$ cat config.mk
export PLATFORM = sky130hd
export DESIGN_NAME = irq_entry_unit
export DESIGN_NICKNAME = d
export VERILOG_FILES = /design/src/rtl/irq_entry_pkg.sv /design/src/rtl/req_sync.sv /design/src/rtl/exc_bank.sv /design/src/rtl/mask_update.sv /design/src/rtl/irq_entry_unit.sv
export SDC_FILE = /design/constraint.sdc
export NUM_CORES = 1
export LEC_CHECK = 0
export ABC_AREA = 1
export CAP_MARGIN = 10
export CORE_MARGIN = 2
export CORE_UTILIZATION = 55
export DETAILED_ROUTE_END_ITERATION = 8
export PLACE_DENSITY = 0.82
export SLEW_MARGIN = 15
export SYNTH_ARGS = -nofsm -noshare
export SYNTH_HDL_FRONTEND = slang
export SYNTH_SLANG_ARGS = --single-unit
$ cat constraint.sdc
create_clock -name clk -period 5 [get_ports clk]
set_input_delay 1 -clock clk [delete_from_list [all_inputs] [get_ports clk]]
set_output_delay 1 -clock clk [all_outputs]
set_load 0.01 [all_outputs]
$ cat src/rtl/irq_entry_pkg.sv
// Shared encodings and the status-word type for the interrupt entry unit.
// Assumes a 5-bit mode field and three mask bits packed above it.
package irq_entry_pkg;
    localparam logic [4:0] MODE_FIQ = 5'h11;
    localparam logic [4:0] MODE_IRQ = 5'h12;
    localparam logic [4:0] MODE_SVC = 5'h13;
    localparam logic [4:0] MODE_SYS = 5'h1F;

    localparam int IRQ_VEC_OFS = 'h18;
    localparam int FIQ_VEC_OFS = 'h1C;
    localparam int RET_ADJUST  = 4;

    // Bank indices for the saved link/status registers.
    localparam int BANK_IRQ = 0;
    localparam int BANK_FIQ = 1;
    localparam int N_BANKS  = 2;

    typedef struct packed {
        logic       a;
        logic       i;
        logic       f;
        logic [4:0] mode;
    } psw_t;

    localparam psw_t PSW_RESET = '{a: 1'b1, i: 1'b1, f: 1'b1, mode: MODE_SVC};
endpackage

$ cat src/rtl/req_sync.sv
// Multi-stage synchronizer for a vector of asynchronous request lines.
// Assumes requests are levels held for longer than STAGES cycles; resets to RST_VAL.
module req_sync #(
    parameter int          W       = 2,
    parameter int          STAGES  = 2,
    parameter logic [W-1:0] RST_VAL = '1
) (
    input  logic         clk,
    input  logic         rst_n,
    input  logic [W-1:0] din,
    output logic [W-1:0] dout
);
    logic [W-1:0] stg [STAGES];

    genvar s;
    generate
        for (s = 0; s < STAGES; s++) begin : g_stage
            // Shift the request vector one stage per cycle.
            always_ff @(posedge clk) begin
                if (!rst_n) stg[s] <= RST_VAL;
                else if (s == 0) stg[s] <= din;
                else stg[s] <= stg[(s == 0) ? 0 : s-1];
            end
        end
    endgenerate

    assign dout = stg[STAGES-1];

    p_sync_reset_r2: assert property (@(posedge clk) !rst_n |=> (dout == RST_VAL))
        else $error("synchronizer not idle after reset");
endmodule

$ cat src/rtl/exc_bank.sv
// One banked register pair (link value and saved status) for an exception mode.
// Assumes save_i is a single-cycle strobe coincident with entry into that mode.
module exc_bank
    import irq_entry_pkg::*;
#(
    parameter int AW = 32
) (
    input  logic          clk,
    input  logic          rst_n,
    input  logic          save_i,
    input  logic [AW-1:0] pc_i,
    input  psw_t          psw_i,
    output logic [AW-1:0] lr_o,
    output psw_t          spsr_o
);
    // Capture return address and status word on entry.
    always_ff @(posedge clk) begin
        if (!rst_n) begin
            lr_o   <= '0;
            spsr_o <= PSW_RESET;
        end else if (save_i) begin
            lr_o   <= pc_i;
            spsr_o <= psw_i;
        end
    end
endmodule

$ cat src/rtl/mask_update.sv
// Combinational next-value of the mask bits for a set/clear command.
// Assumes sel bit order {A, I, F}; nm blocks software from setting F.
module mask_update
    import irq_entry_pkg::*;
(
    input  psw_t       cur_i,
    input  logic       enable_i,
    input  logic [2:0] sel_i,
    input  logic       nm_i,
    output psw_t       nxt_o
);
    // Apply the command only to the named bits.
    always_comb begin
        nxt_o = cur_i;
        if (enable_i) begin
            if (sel_i[2]) nxt_o.a = 1'b0;
            if (sel_i[1]) nxt_o.i = 1'b0;
            if (sel_i[0]) nxt_o.f = 1'b0;
        end else begin
            if (sel_i[2]) nxt_o.a = 1'b1;
            if (sel_i[1]) nxt_o.i = 1'b1;
            if (sel_i[0] && !nm_i) nxt_o.f = 1'b1;
        end
    end
endmodule

$ cat src/rtl/irq_entry_unit.sv
// Status word, interrupt acceptance, banked state saving, mask commands and
// exception return. Assumes strobes are sampled on rising edges and the
// strap is meaningful only while reset is held.
module irq_entry_unit
    import irq_entry_pkg::*;
#(
    parameter int AW          = 32,
    parameter int SYNC_STAGES = 2
) (
    input  logic          clk,
    input  logic          rst_n,
    input  logic          nmfiq_strap_i,
    input  logic          irq_n_i,
    input  logic          fiq_n_i,
    input  logic [AW-1:0] vec_base_i,
    input  logic [AW-1:0] pc_i,
    input  logic          mask_valid_i,
    input  logic          mask_enable_i,
    input  logic [2:0]    mask_sel_i,
    input  logic          ret_valid_i,
    output logic          redirect_o,
    output logic [AW-1:0] redirect_pc_o,
    output logic [7:0]    status_o
);
    localparam logic [AW-1:0] IRQ_OFS = AW'(IRQ_VEC_OFS);
    localparam logic [AW-1:0] FIQ_OFS = AW'(FIQ_VEC_OFS);
    localparam logic [AW-1:0] RET_ADJ = AW'(RET_ADJUST);

    psw_t          psw;
    psw_t          mask_nxt;
    logic          nm_q;
    logic [1:0]    req_sync_n;
    logic          irq_pend, fiq_pend;
    logic          take_irq, take_fiq, take_any;
    logic          in_irq, in_fiq, ret_fire, mask_fire;
    logic [AW-1:0] bank_lr   [N_BANKS];
    psw_t          bank_spsr [N_BANKS];
    logic [AW-1:0] ret_lr;
    psw_t          ret_psw;

    req_sync #(.W(2), .STAGES(SYNC_STAGES), .RST_VAL(2'b11)) i_sync (
        .clk   (clk),
        .rst_n (rst_n),
        .din   ({fiq_n_i, irq_n_i}),
        .dout  (req_sync_n)
    );

    // Acceptance: FIQ first, IRQ only if FIQ is not taken.
    always_comb begin
        irq_pend  = !req_sync_n[0];
        fiq_pend  = !req_sync_n[1];
        take_fiq  = fiq_pend && !psw.f;
        take_irq  = irq_pend && !psw.i && !take_fiq;
        take_any  = take_fiq || take_irq;
        in_irq    = (psw.mode == MODE_IRQ);
        in_fiq    = (psw.mode == MODE_FIQ);
        ret_fire  = ret_valid_i && (in_irq || in_fiq) && !take_any;
        mask_fire = mask_valid_i && !take_any && !ret_fire;
        ret_lr    = in_fiq ? bank_lr[BANK_FIQ]   : bank_lr[BANK_IRQ];
        ret_psw   = in_fiq ? bank_spsr[BANK_FIQ] : bank_spsr[BANK_IRQ];
    end

    genvar b;
    generate
        for (b = 0; b < N_BANKS; b++) begin : g_bank
            exc_bank #(.AW(AW)) i_bank (
                .clk    (clk),
                .rst_n  (rst_n),
                .save_i ((b == BANK_FIQ) ? take_fiq : take_irq),
                .pc_i   (pc_i),
                .psw_i  (psw),
                .lr_o   (bank_lr[b]),
                .spsr_o (bank_spsr[b])
            );
        end
    endgenerate

    mask_update i_mask (
        .cur_i    (psw),
        .enable_i (mask_enable_i),
        .sel_i    (mask_sel_i),
        .nm_i     (nm_q),
        .nxt_o    (mask_nxt)
    );

    // Status word, strap latch and redirect output, by event priority.
    always_ff @(posedge clk) begin
        if (!rst_n) begin
            psw           <= PSW_RESET;
            nm_q          <= nmfiq_strap_i;
            redirect_o    <= 1'b0;
            redirect_pc_o <= '0;
        end else begin
            redirect_o <= take_any || ret_fire;
            if (take_fiq) begin
                psw.mode      <= MODE_FIQ;
                psw.i         <= 1'b1;
                psw.f         <= 1'b1;
                redirect_pc_o <= vec_base_i + FIQ_OFS;
            end else if (take_irq) begin
                psw.mode      <= MODE_IRQ;
                psw.i         <= 1'b1;
                redirect_pc_o <= vec_base_i + IRQ_OFS;
            end else if (ret_fire) begin
                psw           <= ret_psw;
                redirect_pc_o <= ret_lr - RET_ADJ;
            end else if (mask_fire) begin
                psw <= mask_nxt;
            end
        end
    end

    assign status_o = psw;

    p_reset_state_r1: assert property (@(posedge clk)
        !rst_n |=> (psw == PSW_RESET && !redirect_o))
        else $error("reset state wrong");

    p_irq_entry_r4: assert property (@(posedge clk) disable iff (!rst_n)
        take_irq |=> (redirect_o && psw.mode == MODE_IRQ && psw.i
                      && redirect_pc_o == $past(vec_base_i) + IRQ_OFS))
        else $error("IRQ entry wrong");

    p_fiq_entry_r5: assert property (@(posedge clk) disable iff (!rst_n)
        take_fiq |=> (redirect_o && psw.mode == MODE_FIQ && psw.i && psw.f
                      && redirect_pc_o == $past(vec_base_i) + FIQ_OFS))
        else $error("FIQ entry wrong");

    p_fiq_first_r6: assert property (@(posedge clk) disable iff (!rst_n)
        (fiq_pend && irq_pend && !psw.f) |=> (psw.mode == MODE_FIQ))
        else $error("IRQ beat FIQ");

    p_nm_hold_r8: assert property (@(posedge clk) disable iff (!rst_n)
        (nm_q && mask_fire && !mask_enable_i && mask_sel_i[0] && !psw.f) |=> !psw.f)
        else $error("F set by software while non-maskable");

    p_ret_target_r10: assert property (@(posedge clk) disable iff (!rst_n)
        ret_fire |=> (redirect_o && redirect_pc_o == $past(ret_lr) - RET_ADJ))
        else $error("return target wrong");

    p_ret_ignored_r11: assert property (@(posedge clk) disable iff (!rst_n)
        (ret_valid_i && !take_any && !in_irq && !in_fiq && !mask_valid_i)
        |=> (!redirect_o && $stable(psw)))
        else $error("return outside exception mode acted");
endmodule

==> reports/qor.txt <==
Total chip power - 4.521 mW
Mux cell area share after synthesis - 0.1325%
Reg2reg end - redirect_pc_o[15]
Design area - 0.009344 mm^2
Hold EP - i_sync.stg[1][1]
Dpl cells - 1446
Final HPWL from detailed placement - 16.26 mm
Area delta synth->final - 23.72%
Hold Startpoint - i_sync.stg[0][1]
Leak - 4.184 nW
Worst R2R Setup Slack - 1690 ps
Switch Pwr - 1.893 mW
Boundary pin count - 116
R2r startpoint - status_o[2]
Post-synthesis instance total - 1204
Final net count - 1368
Most common cell after layout, fill and taps aside - nand2_1
CTS tree - done
Hold WS - 413.0 ps
Worst-Margin Slew - 1004 ps
Layout cells sized above 1 - 5.223%
Setup TNS - 0 ps
Slew HR - 33.08%
Share of the synthesized area in the top cell type - 33.13%
Initial Util - 56.58%
H-tree depth - 4
Most frequent cells in the layout - 276 x nand2_1, 142 x o21ai_0, 136 x nor2_1
Die W - 121.2 um
Pre-Repair DR Iteration Count - 5
Global router's overall resource usage - 33.11%
Critical Path RT - 5310 ps
Sw Share - 41.87%
Seq cells post-synth - 126
Mapped Area - 0.007552 mm^2
Largest delay share family, worst path - simple AND/OR/NAND/NOR gates
Power per standard cell area - 483.9 mW/mm^2
Crit path cell chain - nor2_4, nand3_4, buf_4, o21ai_2, nand2_1, nor2_1, nand2_1, nor2_2, nand3_1, nand3_1, a21oi_1
Synth warnings - 0
Clk sinks - 126
Cts bufs inserted - 17
CP Launch Type - flip-flop
Hold Crit Depth - 1
Hold bufs inserted after CTS - 0
Clock transition at path regs - 60 ps
Arrival time of the worst setup path - 3620 ps
Mean area per synthesized cell - 6.273 um^2
Fmax achieved - 0.3023 GHz
Largest family of logic cells by synthesized area - simple AND/OR/NAND/NOR gates
CP Max Fanout - 38
Post-synthesis simple-gate area fraction - 31.35%
Synth cell types - 41
Die area - 0.01468 mm^2
Gp weighted congestion - 0.9804
Resized Gates After CTS - 0
Synthesized-area fraction occupied by adder cells - 0.6627%
DRT iter0 DRCs - 884
Post-route ant nets - 0
R2R cell count - 11
First-pass GRT wire length - 38.41 mm
Status - finished clean
Via Count - 8332
Main flop type after synthesis - dfxtp_1
Drt wl/cell - 16.09 um
Total grt overflow - 0
Port bufs - 115
CP peak stage delay - 640 ps
Post-synth EDFFs - 1
Largest cells by area after synthesis - dfxtp_1 33%, nand2_1 14%, o21ai_0 9.4%
CP bufs+invs - 1
Clk pwr share - 29.9%
Cell count along the critical path - 11
# diodes - 0
XOR/XNOR Fraction of Synth Area - 3.015%
Clk_lat worst skew - 430 ps
Sequential power share - 25.8%
Finished Layout Cells - 1478
Final worst path period need - 3308 ps
Combinational power share - 44.3%
CP Capture Type - flip-flop
Critical-path top delay cell - nor2_4
CTS root buffer - clkbuf_16
Core Region - 0.01335 mm^2
Postcts setup bufs - 0
Area leader, netlist - dfxtp_1
Synth Area in Compound Gates - 20.61%
Maxcap violations - 0
Post-Syn Nets - 1283
# setup viols final - 0
RSZ-0062 raised after global routing - false
Peak supply drop - 332.8 uV
Post-synthesis sequential area ratio - 33.53%
Cell area after placement - 0.008708 mm^2
Maximum root-to-sink buffer count - 2
Row count - 42
Die Ht - 121.2 um
Vias/cell - 5.637
Pin count of the biggest net entering global routing - 112
Clk_skew - 10.03 ps
Final cycle utilization of the critical path - 66.17%
Initial antenna violation count - 0
WL final - 23.77 mm
# DRC - 0
Slew Limit Fails - 0
Ys async rst share - 0%
Int Pwr - 2.628 mW
Hold Path Class - reg2reg
Worst Path Class, Setup - reg2reg
Vias in the first global route - 7720
Hold violation total from the final report - 0
-- power groups by stage --
stage	Sequential, mW	Combinational, mW	Clock [mW]
5_1_grt	1.17	2.24	1.40
3_5_place_dp	1.18	1.96	0
4_1_cts	1.16	1.98	1.35
3_3_place_gp	1.18	1.95	0
6_report	1.17	2.00	1.35
2_1_floorplan	1.20	1.30	0
-- synthesized netlist by cell type, drive strengths merged (2+ instances only) --
master,number
nand2,277
nor2,149
o21ai,148
inv,137
dfxtp,125
a21oi,116
nand3,59
clkbuf,36
nand4,36
buf,22
xor2,21
nor3,19
o211ai,11
a31oi,8
nand3b,6
or2,6
xnor2,5
ha,4
a211oi,3
clkinv,3
a41oi,2
o21bai,2
-- routing by layer --
metal | routed length (um) | GRT usage, % | up-vias | part of all wire, %
li1 | - | - | 4121 | -
met1 | 10180 | 42.74 | 3769 | 43
met2 | 11070 | 54.11 | 377 | 47
met3 | 1758 | 6.485 | 65 | 7.4
met4 | 769 | 13.79 | 0 | 3.2
met5 | 0 | 0 | - | 0
-- kinds of logic after synthesis --
logic type,after synthesis
flip-flops,126
adder cells (fa/ha/maj),4
AO/OA/AOI/OAI,295
buffers and inverters,198
multiplexers,1
AND/OR/NAND/NOR,554
XOR/XNOR,26
-- per-stage QoR --
stage               worst slack (ps)  utilization, %
floorplan                       2578               -
global placement                1661           65.24
detailed placement              1653           65.24
CTS                             1814           70.00
global route                    1446           70.00
finish                          1692           70.00
-- worst register-to-register path, delay by kind of cell, from the launching register on --
family	cells	cell delay [ps]
and+or+nand+nor	8	2050
DFF	1	370
buffers and inverters	1	380
AOI/OAI and AO/OA	2	390
-- area by class of cell --
cell class,count,area (um^2)
inverters,140,525.5
well taps,176,220.2
clock buffers,18,429.2
flip-flops and latches,126,2532
fillers,1204,4004
multi-input cells,880,4217
clock inverters,14,206.4
repair buffers,124,1214
-- worst max-delay path by stage --
stage / startpoint / endpoint / slack [ps]
global route: status_o[2] / redirect_pc_o[30] / 1450
global placement: vec_base_i[3] / redirect_pc_o[19] / 1660
CTS: status_o[2] / redirect_pc_o[30] / 1810
floorplan: vec_base_i[3] / redirect_pc_o[20] / 2580
finish: status_o[2] / redirect_pc_o[15] / 1690
detailed placement: vec_base_i[3] / redirect_pc_o[27] / 1650
-- flip-flops by register name, summed over array words and instances (netlist names) --
signal / cells
status_o: 8
redirect_o: 1
g_bank.i_bank.lr_o: 64
redirect_pc_o: 32
i_sync.stg: 4
nm_q: 1
g_bank.i_bank.spsr_o: 16
No activity file was read; power rests on OpenSTA's default activity.
